**config.mk**
```make
export PLATFORM = sky130hd
export DESIGN_NAME = codec_link_seq
export DESIGN_NICKNAME = d
export VERILOG_FILES = /design/src/rtl/codec_seq_pkg.sv /design/src/rtl/codec_seq_timer.sv /design/src/rtl/codec_bclk_monitor.sv /design/src/rtl/codec_link_seq.sv
export SDC_FILE = /design/constraint.sdc
export NUM_CORES = 1
export LEC_CHECK = 0
export ABC_AREA = 1
export CORE_ASPECT_RATIO = 0.75
export CORE_MARGIN = 2
export CORE_UTILIZATION = 35
export CTS_CLUSTER_SIZE = 30
export DETAILED_ROUTE_END_ITERATION = 8
export PLACE_DENSITY_LB_ADDON = 0.3
export SKIP_CTS_REPAIR_TIMING = 1
export SKIP_LAST_GASP = 1
export SLEW_MARGIN = 20
export SYNTH_ARGS = -nofsm -noshare
export SYNTH_HDL_FRONTEND = slang
export SYNTH_HIERARCHICAL = 1
export SYNTH_SLANG_ARGS = --single-unit
```
**constraint.sdc**
```tcl
create_clock -name clk -period 5.4 [get_ports clk]
set_input_delay 1.08 -clock clk [delete_from_list [all_inputs] [get_ports clk]]
set_output_delay 1.08 -clock clk [all_outputs]
set_load 0.05 [all_outputs]
```
**src/rtl/codec_seq_pkg.sv**
```systemverilog
package codec_seq_pkg;
  typedef enum logic [2:0] {
    ST_IDLE  = 3'd0,
    ST_RESET = 3'd1,
    ST_WAIT  = 3'd2,
    ST_PORTS = 3'd3,
    ST_RUN   = 3'd4
  } seq_state_t;
endpackage

```
**src/rtl/codec_seq_timer.sv**
```systemverilog
module codec_seq_timer #(
  parameter int W = 10
) (
  input  logic         clk,
  input  logic         rst_n,
  input  logic         load,
  input  logic [W-1:0] load_val,
  output logic         done
);
  logic [W-1:0] cnt_q, cnt_d;

  always_comb begin
    cnt_d = cnt_q;
    if (load)              cnt_d = load_val;
    else if (cnt_q != '0)  cnt_d = cnt_q - 1'b1;
  end

  always_ff @(posedge clk or negedge rst_n) begin
    if (!rst_n) cnt_q <= '0;
    else        cnt_q <= cnt_d;
  end

  assign done = (cnt_q == '0);
endmodule

```
**src/rtl/codec_bclk_monitor.sv**
```systemverilog
module codec_bclk_monitor #(
  parameter int EDGE_COUNT = 16,
  parameter int GAP_WINDOW = 16
) (
  input  logic clk,
  input  logic rst_n,
  input  logic bclk_raw,
  input  logic enable,
  output logic live
);
  localparam int CW = $clog2(EDGE_COUNT + 1);
  localparam int GW = $clog2(GAP_WINDOW + 1);

  logic [2:0]    sync_q;
  logic          toggle;
  logic [CW-1:0] run_q, run_d;
  logic [GW-1:0] gap_q, gap_d;

  always_ff @(posedge clk or negedge rst_n) begin
    if (!rst_n) sync_q <= '0;
    else        sync_q <= {sync_q[1:0], bclk_raw};
  end

  assign toggle = sync_q[2] ^ sync_q[1];

  always_comb begin
    run_d = run_q;
    gap_d = gap_q;
    if (!enable) begin
      run_d = '0;
      gap_d = '0;
    end else if (toggle) begin
      gap_d = '0;
      if (run_q != CW'(EDGE_COUNT)) run_d = run_q + 1'b1;
    end else if (gap_q == GW'(GAP_WINDOW - 1)) begin
      gap_d = '0;
      run_d = '0;
    end else begin
      gap_d = gap_q + 1'b1;
    end
  end

  always_ff @(posedge clk or negedge rst_n) begin
    if (!rst_n) begin
      run_q <= '0;
      gap_q <= '0;
    end else begin
      run_q <= run_d;
      gap_q <= gap_d;
    end
  end

  assign live = (run_q == CW'(EDGE_COUNT));
endmodule

```
**src/rtl/codec_link_seq.sv**
```systemverilog
module codec_link_seq
  import codec_seq_pkg::*;
#(
  parameter int RST_NS      = 1000,
  parameter int CLK_NS      = 10,
  parameter int TIMEOUT_CYC = 600,
  parameter int EDGE_COUNT  = 16,
  parameter int GAP_WINDOW  = 16
) (
  input  logic clk,
  input  logic rst_n,
  input  logic start_req,
  input  logic codec_bclk,
  output logic codec_rst_n,
  output logic rx_en,
  output logic tx_en,
  output logic sync_en,
  output logic link_up,
  output logic timeout_err
);
  localparam int RST_CYC = (RST_NS + CLK_NS - 1) / CLK_NS;
  localparam int TMAX    = (RST_CYC > TIMEOUT_CYC) ? RST_CYC : TIMEOUT_CYC;
  localparam int TW      = $clog2(TMAX + 1);

  seq_state_t    state_q, state_d;
  logic          tmr_load, tmr_done, clk_live;
  logic [TW-1:0] tmr_val;
  logic          err_set, err_clr;
  logic          rst_line_d, ports_d, sync_d;

  codec_seq_timer #(.W(TW)) u_timer (
    .clk(clk), .rst_n(rst_n), .load(tmr_load), .load_val(tmr_val), .done(tmr_done)
  );

  codec_bclk_monitor #(.EDGE_COUNT(EDGE_COUNT), .GAP_WINDOW(GAP_WINDOW)) u_mon (
    .clk(clk), .rst_n(rst_n), .bclk_raw(codec_bclk),
    .enable(state_q == ST_WAIT), .live(clk_live)
  );

  always_comb begin
    state_d  = state_q;
    tmr_load = 1'b0;
    tmr_val  = TW'(RST_CYC - 1);
    err_set  = 1'b0;
    err_clr  = 1'b0;
    unique case (state_q)
      ST_IDLE, ST_RUN: if (start_req) begin
        state_d  = ST_RESET;
        tmr_load = 1'b1;
        err_clr  = 1'b1;
      end
      ST_RESET: if (tmr_done) begin
        state_d  = ST_WAIT;
        tmr_load = 1'b1;
        tmr_val  = TW'(TIMEOUT_CYC - 1);
      end
      ST_WAIT: begin
        if (clk_live) begin
          state_d = ST_PORTS;
        end else if (tmr_done) begin
          state_d = ST_IDLE;
          err_set = 1'b1;
        end
      end
      ST_PORTS: state_d = ST_RUN;
      default:  state_d = ST_IDLE;
    endcase
  end

  always_comb begin
    rst_line_d = (state_d == ST_WAIT) || (state_d == ST_PORTS) || (state_d == ST_RUN);
    ports_d    = (state_d == ST_PORTS) || (state_d == ST_RUN);
    sync_d     = (state_d == ST_RUN);
  end

  always_ff @(posedge clk or negedge rst_n) begin
    if (!rst_n) begin
      state_q     <= ST_IDLE;
      codec_rst_n <= 1'b0;
      rx_en       <= 1'b0;
      tx_en       <= 1'b0;
      sync_en     <= 1'b0;
      link_up     <= 1'b0;
      timeout_err <= 1'b0;
    end else begin
      state_q     <= state_d;
      codec_rst_n <= rst_line_d;
      rx_en       <= ports_d;
      tx_en       <= ports_d;
      sync_en     <= sync_d;
      link_up     <= sync_d;
      if (err_clr)      timeout_err <= 1'b0;
      else if (err_set) timeout_err <= 1'b1;
    end
  end
endmodule

```
Word-level counts from Yosys, hierarchy flattened
Cells that the tools add are included.
{"block": "word_totals", "wordCells": 59, "output_inout_bits": 6, "reg_bits": 30}
{"block": "classes", "reduce_logical": 10, "bitwise_logic": 1, "eq_ne": 12, "muxes": 24, "n_addsub": 3}
{"cell": "two-way mux 10 bit", "n": 4}
{"cell": "two-way mux 5 bit", "n": 7}
{"cell": "== test 3 x 2 -> 1 bit (second input constant)", "n": 4}
{"cell": "two-way mux 3 bit", "n": 4}
{"cell": "case mux 3 bit (4 select lines)", "n": 1}
{"cell": "adder 5 x 1 -> 5 bit (second input constant)", "n": 2}
{"cell": "logical NOT 10 bit", "n": 1}
{"cell": "nonzero test 10 bit", "n": 1}
{"cell": "subtractor 10 x 1 -> 10 bit (second input constant)", "n": 1}
{"cell": "two-way mux 1 bit", "n": 7}
{"cell": "== test 3 bit (second input constant)", "n": 2}
{"cell": "!= test 3 bit (second input constant)", "n": 2}
{"cell": "== test 5 x 4 -> 1 bit (second input constant)", "n": 1}
{"cell": "== test 5 bit (second input constant)", "n": 1}
{"cell": "!= test 5 bit (second input constant)", "n": 1}
{"cell": "nonzero test 2 bit", "n": 2}
{"cell": "== test 3 x 1 -> 1 bit (second input constant)", "n": 1}
{"cell": "logical NOT 3 bit", "n": 1}
{"cell": "logical OR 1 bit", "n": 3}
{"cell": "case mux 1 bit (2 select lines)", "n": 1}
{"cell": "AND reduction 2 bit", "n": 1}
{"cell": "OR reduction 2 bit", "n": 1}
{"cell": "XOR 1 bit", "n": 1}

Longest topological paths before layout
Gate-level depths: netlist of the first run.
{"block": "logic_depth", "ltp_word": 7, "ltp_mapped": 13, "ltp_nobuf": 13}

Cells and area by module
The synthesis of the first run kept the hierarchy.
{"mod": "codec_seq_timer", "area_each_um2": 695.7, "cells_each": 95, "n_inst": 1}
{"mod": "codec_bclk_monitor", "area_each_um2": 690.7, "cells_each": 77, "n_inst": 1}
{"mod": "codec_link_seq", "area_each_um2": 361.6, "cells_each": 44, "n_inst": 1}

Least setup slack after synthesis of the first run
Ideal clock, no wire load.
{"block": "synth_path", "path_type": "input to register", "from": "input start_req", "to": "register u_timer.cnt_q[8]", "path_slack_ns": 3.388, "t_arrival_ns": 1.895, "n_path_buf": 0, "required_time_ns": 5.283, "cell_stages": 8, "setup_time_ns": 0.117, "path_cell_list": "inv_1 nor2_1 inv_1 nand2_1 inv_1 or2_2 nand2_1 nor2_1"}
{"block": "synth_between", "elab_chain_len": 3, "word_cells_on_any_way": 4, "cone_classes": "mux (3); reduce/logical (1)"}
{"item": "from (decl)", "line": "codec_link_seq.sv:12", "source": "input logic start_req,"}
{"item": "two-way mux 1 bit (*)", "line": "codec_link_seq.sv:47", "source": "ST_IDLE, ST_RUN: if (start_req) begin"}
{"item": "case mux 1 bit (2 select lines) (*)", "line": "codec_link_seq.sv:46", "source": "unique case (state_q)"}
{"item": "named net tmr_load", "line": "codec_link_seq.sv:26", "source": "logic tmr_load, tmr_done, clk_live;"}
{"item": "two-way mux 10 bit / nonzero test 2 bit (equally long branches)"}
{"item": "to (signal assigned)", "line": "codec_seq_timer.sv:20", "source": "else cnt_q <= cnt_d;"}
{"item": "to (decl)", "line": "codec_seq_timer.sv:10", "source": "logic [W-1:0] cnt_q, cnt_d;"}
The timed path passes the listed nets; every way through them passes the cells marked *.
A chain may end at the register's enable or synchronous reset.

Worst setup path in the final report of the first run
Ends and elaborated chain as after synthesis.

==> metrics.md, run 1 <==
| Metric | Value |
|---|---|
| Area Overhead vs Synth | 14.8% |
| CTS Buf Count | 5 |
| RSZ-0062 raised after global routing | no |
| Diode count | 0 |
| Total grt overflow | 0 |
| Sequential Area | 751 um^2 |
| H-Tree Depth | 2 |
| Final hold viol count | 0 |
| I/O Pins | 10 |
| Nets | 242 |
| Final HPWL DP | 2200 um |
| Area of the multi-input gates | 876 um^2 |
| Reg-to-reg startpoint | u_timer/cnt_q[0]$_DFFE_PN0P_ |
| Ys flop type | dfrtp_1 |
| RD Place Congestion | 0.793 |
| Syn avg cell area | 8.09 um^2 |
| DR pass1 iterations | 4 |
| Max clock buf depth | 2 |
| Antenna-violating nets left | 0 |
| WHS Endpoint | u_mon/sync_q[1]$_DFF_PN0_ |
| Worst slew pin tran | 0.502 ns |
| Vias in the first global route | 1,244 |
| Peak supply drop | 0.184 mV |
| # DRC | 0 |
| Min-delay src | u_mon/sync_q[0]$_DFF_PN0_ |
| Slew HR | 66.5% |
| Initial Util | 36.1% |
| EDFF count, synth | 0 |
| Critical path origin | start_req |
| Status | completed |
| Max Fclk | 388 MHz |
| Final core occ | 41.4% |
| Tmin final | 2.58 ns |
| Final slew viol count | 0 |
| Synth area leaders | dfrtp_1 (43%), nand2_1 (12%), inv_1 (6.0%) |
| Initial antenna violation count | 0 |
| I/O Buffers | 9 |
| Synth Warn # | 6 |
| WL/cell | 10.0 um |
| WP data required | 5.58 ns |
| Final Setup Violations | 0 |
| Chip height | 65.2 um |
| Clk_lat worst skew | 0.28 ns |
| Initial DRC Count | 48 |
| Worst EP arrival | 2.76 ns |
| Clock skew | 0.00649 ns |
| Netlist Area Pre-Place | 1750 um^2 |
| Cell taking the most area after synthesis | dfrtp_1 |
| Fin Setup TNS | 0 ns |
| Crit share post-route | 47.8% |
| First-pass GRT wire length | 5410 um |
| Via count | 1,287 |
| Clock Tree Root | clkbuf_8 |
| Fillers | 480 |
| Core ar. | 4840 um^2 |
| Crit path max fanout | 14 |
| MaxCap Viol Count | 0 |
| Crit Path Category | input pin to flop |
| Yosys reg bits | 30 |
| Synthesized instance count | 216 |
| Synth unique cells | 30 |
| End of the worst register-to-register path | u_timer/cnt_q[8]$_DFFE_PN0P_ |
| Worst reg-to-reg path cell count | 12 |
| Type of origin of the critical path | input pin |
| CP endpoint kind | flop |
| PwrDens | 369 nW/um^2 |
| Num rows | 22 |
| Hold path cells | 0 |
| Share of the synthesized area in the top cell type | 42.9% |
| FFs w/ async S/R, synth | 100% |
| CTS tree | yes |
| Share of layout cells above drive strength 1 | 19.1% |
| CTS Sinks | 30 |
| Hold Path Class | flop to flop |
| Leakage | 0.990 nW |
| Die width | 85.6 um |
| Gr usage total | 12.6% |
| Average via count per standard cell | 4.36 |
| Final WL | 2960 um |
| Largest net degree at the start of global routing | 31 |
| Sequential element share of the synthesized area | 42.9% |
| Die area | 5580 um^2 |
| Clk slew on worst S/H paths | 0.06 ns |
| R2R setup slack | 2.91 ns |
==> power breakdown <==
part	internal (W)	switching (W)
Clock	0.000103	0.0000822
Sequential	0.000270	0.0000469
Combinational	0.0000866	0.000152
Total	0.000459	0.000281
==> state kept, by name (all words and copies together), names as in the netlist <==
| register | count |
|---|---|
| link_up | 1 |
| u_mon/sync_q | 3 |
| timeout_err | 1 |
| u_timer/cnt_q | 10 |
| u_mon/gap_q | 5 |
| codec_rst_n | 1 |
| state_q | 3 |
| tx_en | 1 |
| u_mon/run_q | 5 |
==> how the worst max path moves through the flow <==
stage,to,slack (ns),cells past startpoint
after floorplan,u_timer/cnt_q[8]$_DFFE_PN0P_,3.39,8
after global placement,u_timer/cnt_q[8]$_DFFE_PN0P_,2.55,9
after detailed placement,u_timer/cnt_q[8]$_DFFE_PN0P_,2.53,9
after CTS,u_timer/cnt_q[8]$_DFFE_PN0P_,2.83,9
after global routing,u_timer/cnt_q[8]$_DFFE_PN0P_,2.66,9
final,u_timer/cnt_q[8]$_DFFE_PN0P_,2.82,9
==> worst max-delay path, stage by stage <==
cell,delay (ns)
clkdlybuf4s50_1,0.45
inv_1,0.04
nor2_1,0.13
inv_1,0.07
nand2_1,0.32
inv_1,0.24
or2_2,0.32
nand2_1,0.06
nor2_1,0.03
==> per-layer routing <==
metal	part of all wire, %	GRT usage (%)	wire (um)
met2	40	17.9	1180
met5	0	0	0
met1	55	17.3	1620
met3	3.2	3.39	94
met4	2.2	7.14	65
==> cells in the final DEF, fill, tap and decap left out, drive strengths merged, types with 4 or more instances in the layout <==
| cell | Yosys | routed |
|---|---|---|
| o21ai | 8 | 8 |
| nand4 | 5 | 5 |
| nand2 | 68 | 68 |
| nor2 | 35 | 35 |
| dfrtp | 30 | 30 |
| ha | 4 | 4 |
| inv | 31 | 31 |
| clkbuf | 0 | 7 |
| clkdlybuf4s50 | 0 | 9 |
| conb | 2 | 6 |
| xor2 | 4 | 4 |
| nand3 | 16 | 16 |
==> cell usage after synthesis (all sizes together), types with 2 or more instances <==
cell type  count
nor3           2
xor2           4
conb           2
ha             4
nor2          35
inv           31
a21oi          2
dfrtp         30
nand3         16
o21bai         2
nand4          5
buf            3
o21ai          8
nand2         68
==> final cells by class <==
type                            count  area share (%)
Sequential cell                    30            37.4
Clock buffer                        7            4.30
Tap cell                           60            3.74
Timing Repair Buffer               10            4.86
Clock inverter                      1           0.249
Inverter                           31            5.80
Multi-Input combinational cell    156            43.6
==> logic make-up (layout without fill, tap and decap cells) <==
| group | count (synthesis) | count (layout) | synth area share [%] |
|---|---|---|---|
| other cells | 2 | 6 | 0.430 |
| compound gates | 14 | 14 | 4.51 |
| xor+xnor | 5 | 5 | 2.51 |
| simple gates | 127 | 127 | 38.9 |
| flops | 30 | 30 | 42.9 |
| fa+ha+maj | 4 | 4 | 2.86 |
| buf+inv | 34 | 49 | 7.80 |
==> per-stage QoR <==
stage                     area (um^2)  std cells  setup slack, ns  power, W  hold slack, ns
after floorplan                  1760        220             3.39  0.000507           0.331
after global placement           1920        287             2.55  0.000558           0.334
after detailed placement         1920        287             2.53  0.000559           0.350
after CTS                        2010        295             2.83  0.000751           0.372
after global routing             2010        295             2.66  0.000802           0.384
final                            2010        295             2.82  0.000741           0.372
No activity file was read; power rests on OpenSTA's default activity.
==> run 2, diff against run 1 <==
- clock period: 5.4 -> 2.65 ns (I/O delays scaled with it)
==> run 2 against run 1 <==
  * Critical path type is now flop to flop
  * Global-route usage is 0.28 points higher
  * Largest power group unchanged
  * Clock skew is 0.0022 ns lower
  * Sequential share of layout area is 0.46 points lower
  * Final area is 1.2% higher
  * Sequential power is 100% higher
  * Critical endpoint unchanged
  * Wire length is 2.7% higher
==> metrics.md, run 2 (synthesis results as in run 1) <==
| Metric | Value |
|---|---|
| Status | completed |
| Tmin final | 2.07 ns |
| Power, Total | 0.00159 W |
| Initial Util | 36.1% |
| Final hold viol count | 0 |
| RD Place Congestion | 0.820 |
| First-pass GRT wire length | 5620 um |
| Fin Hold WS | 0.361 ns |
| Vias in the first global route | 1,206 |
| Clk_lat worst skew | 0.28 ns |
| Worst-path cell chain | inv_1, ha_1, inv_1, nor2_2, nand4_2, nor2_2, nand2_2, nand2_1, inv_1, or2_2, nand2_1, nor2_1 |
| Slowest cell on crit path | dfrtp_1 |
| Fin Setup TNS | 0 ns |
| Initial DRC Count | 112 |
| Core ar. | 4840 um^2 |
| Diode count | 0 |
| CTS tree | yes |
| Nets | 243 |
| Leakage | 1.00 nW |
| Worst slew pin tran | 0.510 ns |
| Share of layout cells above drive strength 1 | 19.9% |
| Fillers | 486 |
| Area of the multi-input gates | 876 um^2 |
| Die area | 5580 um^2 |
| Crit Path Category | flop to flop |
| CTS Sinks | 30 |
| Crit path max-delay family | simple AND/OR/NAND/NOR gates |
| WL met3 | 148 um |
| RSZ-0062 raised after global routing | no |
| Slew HR | 65.9% |
| CP endpoint kind | flop |
| Clock Tree Root | clkbuf_8 |
| Hold Path Class | flop to flop |
| Initial antenna violation count | 0 |
| Crit path max fanout | 7 |
| Final Setup Violations | 0 |
| Peak supply drop | 0.363 mV |
| Type of origin of the critical path | flop |
| Most flops, register | u_timer/cnt_q |
| Die width | 85.6 um |
| Max reg flops | 10 |
| Via count | 1,294 |
| WP data required | 2.83 ns |
| Crit path top cell by count | inv_1 |
| Worst EP arrival | 2.25 ns |
| # DRC | 0 |
| I/O Buffers | 9 |
| Antenna-violating nets left | 0 |
| Sequential Area | 751 um^2 |
| H-Tree Depth | 2 |
| Total grt overflow | 0 |
| Chip height | 65.2 um |
| Final WL | 3040 um |
| Max clock buf depth | 2 |
| WP buf/inv | 3 |
| Final HPWL DP | 2230 um |
| Most frequent cells in the layout | nand2_1 (57), dfrtp_1 (30), inv_1 (28), nor2_1 (21), nand3_1 (11) |
| Average via count per standard cell | 4.37 |
| Final slew viol count | 0 |
| Clock skew | 0.00433 ns |
| Biggest regs | u_timer/cnt_q (10), u_mon/gap_q (5), u_mon/run_q (5) |
| CTS Buf Count | 5 |
| Routed wl met2 | 1150 um |
| Highest routed layer | met4 |
| I/O Pins | 10 |
| MaxCap Viol Count | 0 |
| Max Fclk | 482 MHz |
| Crit share post-route | 78.2% |
| Num rows | 22 |
| PwrDens | 783 nW/um^2 |
| Clk slew on worst S/H paths | 0.07 ns |
| Gr usage total | 12.9% |
| DRT met1 WL | 1710 um |
| DR pass1 iterations | 4 |
| Largest net degree at the start of global routing | 31 |
| Critical Path Max Stage Delay | 0.37 ns |
| Commonest non-fill, non-tap cell in the layout | nand2_1 |
| Area Overhead vs Synth | 16.2% |
| WL/cell | 10.3 um |
run 2: cell count changes in the layout (fill, tap and decap cells not counted):
| cell | delta |
|---|---|
| clkbuf_8 | -1 |
| clkbuf_1 | -1 |
| bufinv_16 | +1 |
| clkinv_2 | +1 |
| buf_4 | +1 |
run 2: through the flow:
step           instance area [um^2]  std cells  setup WS (ns)  util, %
2_1_floorplan                  1760        220          0.707        -
3_3_place_gp                   1920        288          0.661     39.7
3_5_place_dp                   1920        288          0.576     39.7
4_1_cts                        2030        296          0.563     41.9
5_1_grt                        2030        296          0.359     41.9
6_report                       2030        296          0.577     41.9
run 2: layout make-up:
| cell class | instances | area share, % |
|---|---|---|
| Sequential cell | 30 | 36.9 |
| Timing Repair Buffer | 11 | 5.17 |
| Inverter | 31 | 5.73 |
| Clock buffer | 5 | 3.39 |
| Multi-Input combinational cell | 156 | 43.1 |
| Tap cell | 60 | 3.69 |
| Clock inverter | 3 | 1.97 |
run 2: per-layer routing:
| layer | up-vias | GRT usage [%] |
|---|---|---|
| li1 | 700 | - |
| met1 | 563 | 19.3 |
| met2 | 26 | 16.7 |
| met3 | 5 | 3.77 |
| met4 | 0 | 5.95 |
| met5 | - | 0 |
run 2: final timing paths:
kind                                              start                      endpoint  slack (ns)  cells after the start
max                        u_timer/cnt_q[0]$_DFFE_PN0P_  u_timer/cnt_q[8]$_DFFE_PN0P_        0.58                     12
min                           u_mon/sync_q[0]$_DFF_PN0_     u_mon/sync_q[1]$_DFF_PN0_        0.36                      0
max reg2reg                u_timer/cnt_q[0]$_DFFE_PN0P_  u_timer/cnt_q[8]$_DFFE_PN0P_        0.58                     12
min reg2reg                   u_mon/sync_q[0]$_DFF_PN0_     u_mon/sync_q[1]$_DFF_PN0_        0.36                      0
max in group asynchronous                         rst_n    u_mon/run_q[3]$_DFFE_PN0P_        1.73                      2
min in group asynchronous                         rst_n  u_timer/cnt_q[5]$_DFFE_PN0P_        0.63                      2
run 2: where the power goes:
part           switching [W]  leakage, nW  internal (W)
combinational       0.000312        0.557      0.000180
clock               0.000174       0.0579      0.000276
sequential         0.0000979        0.389      0.000550
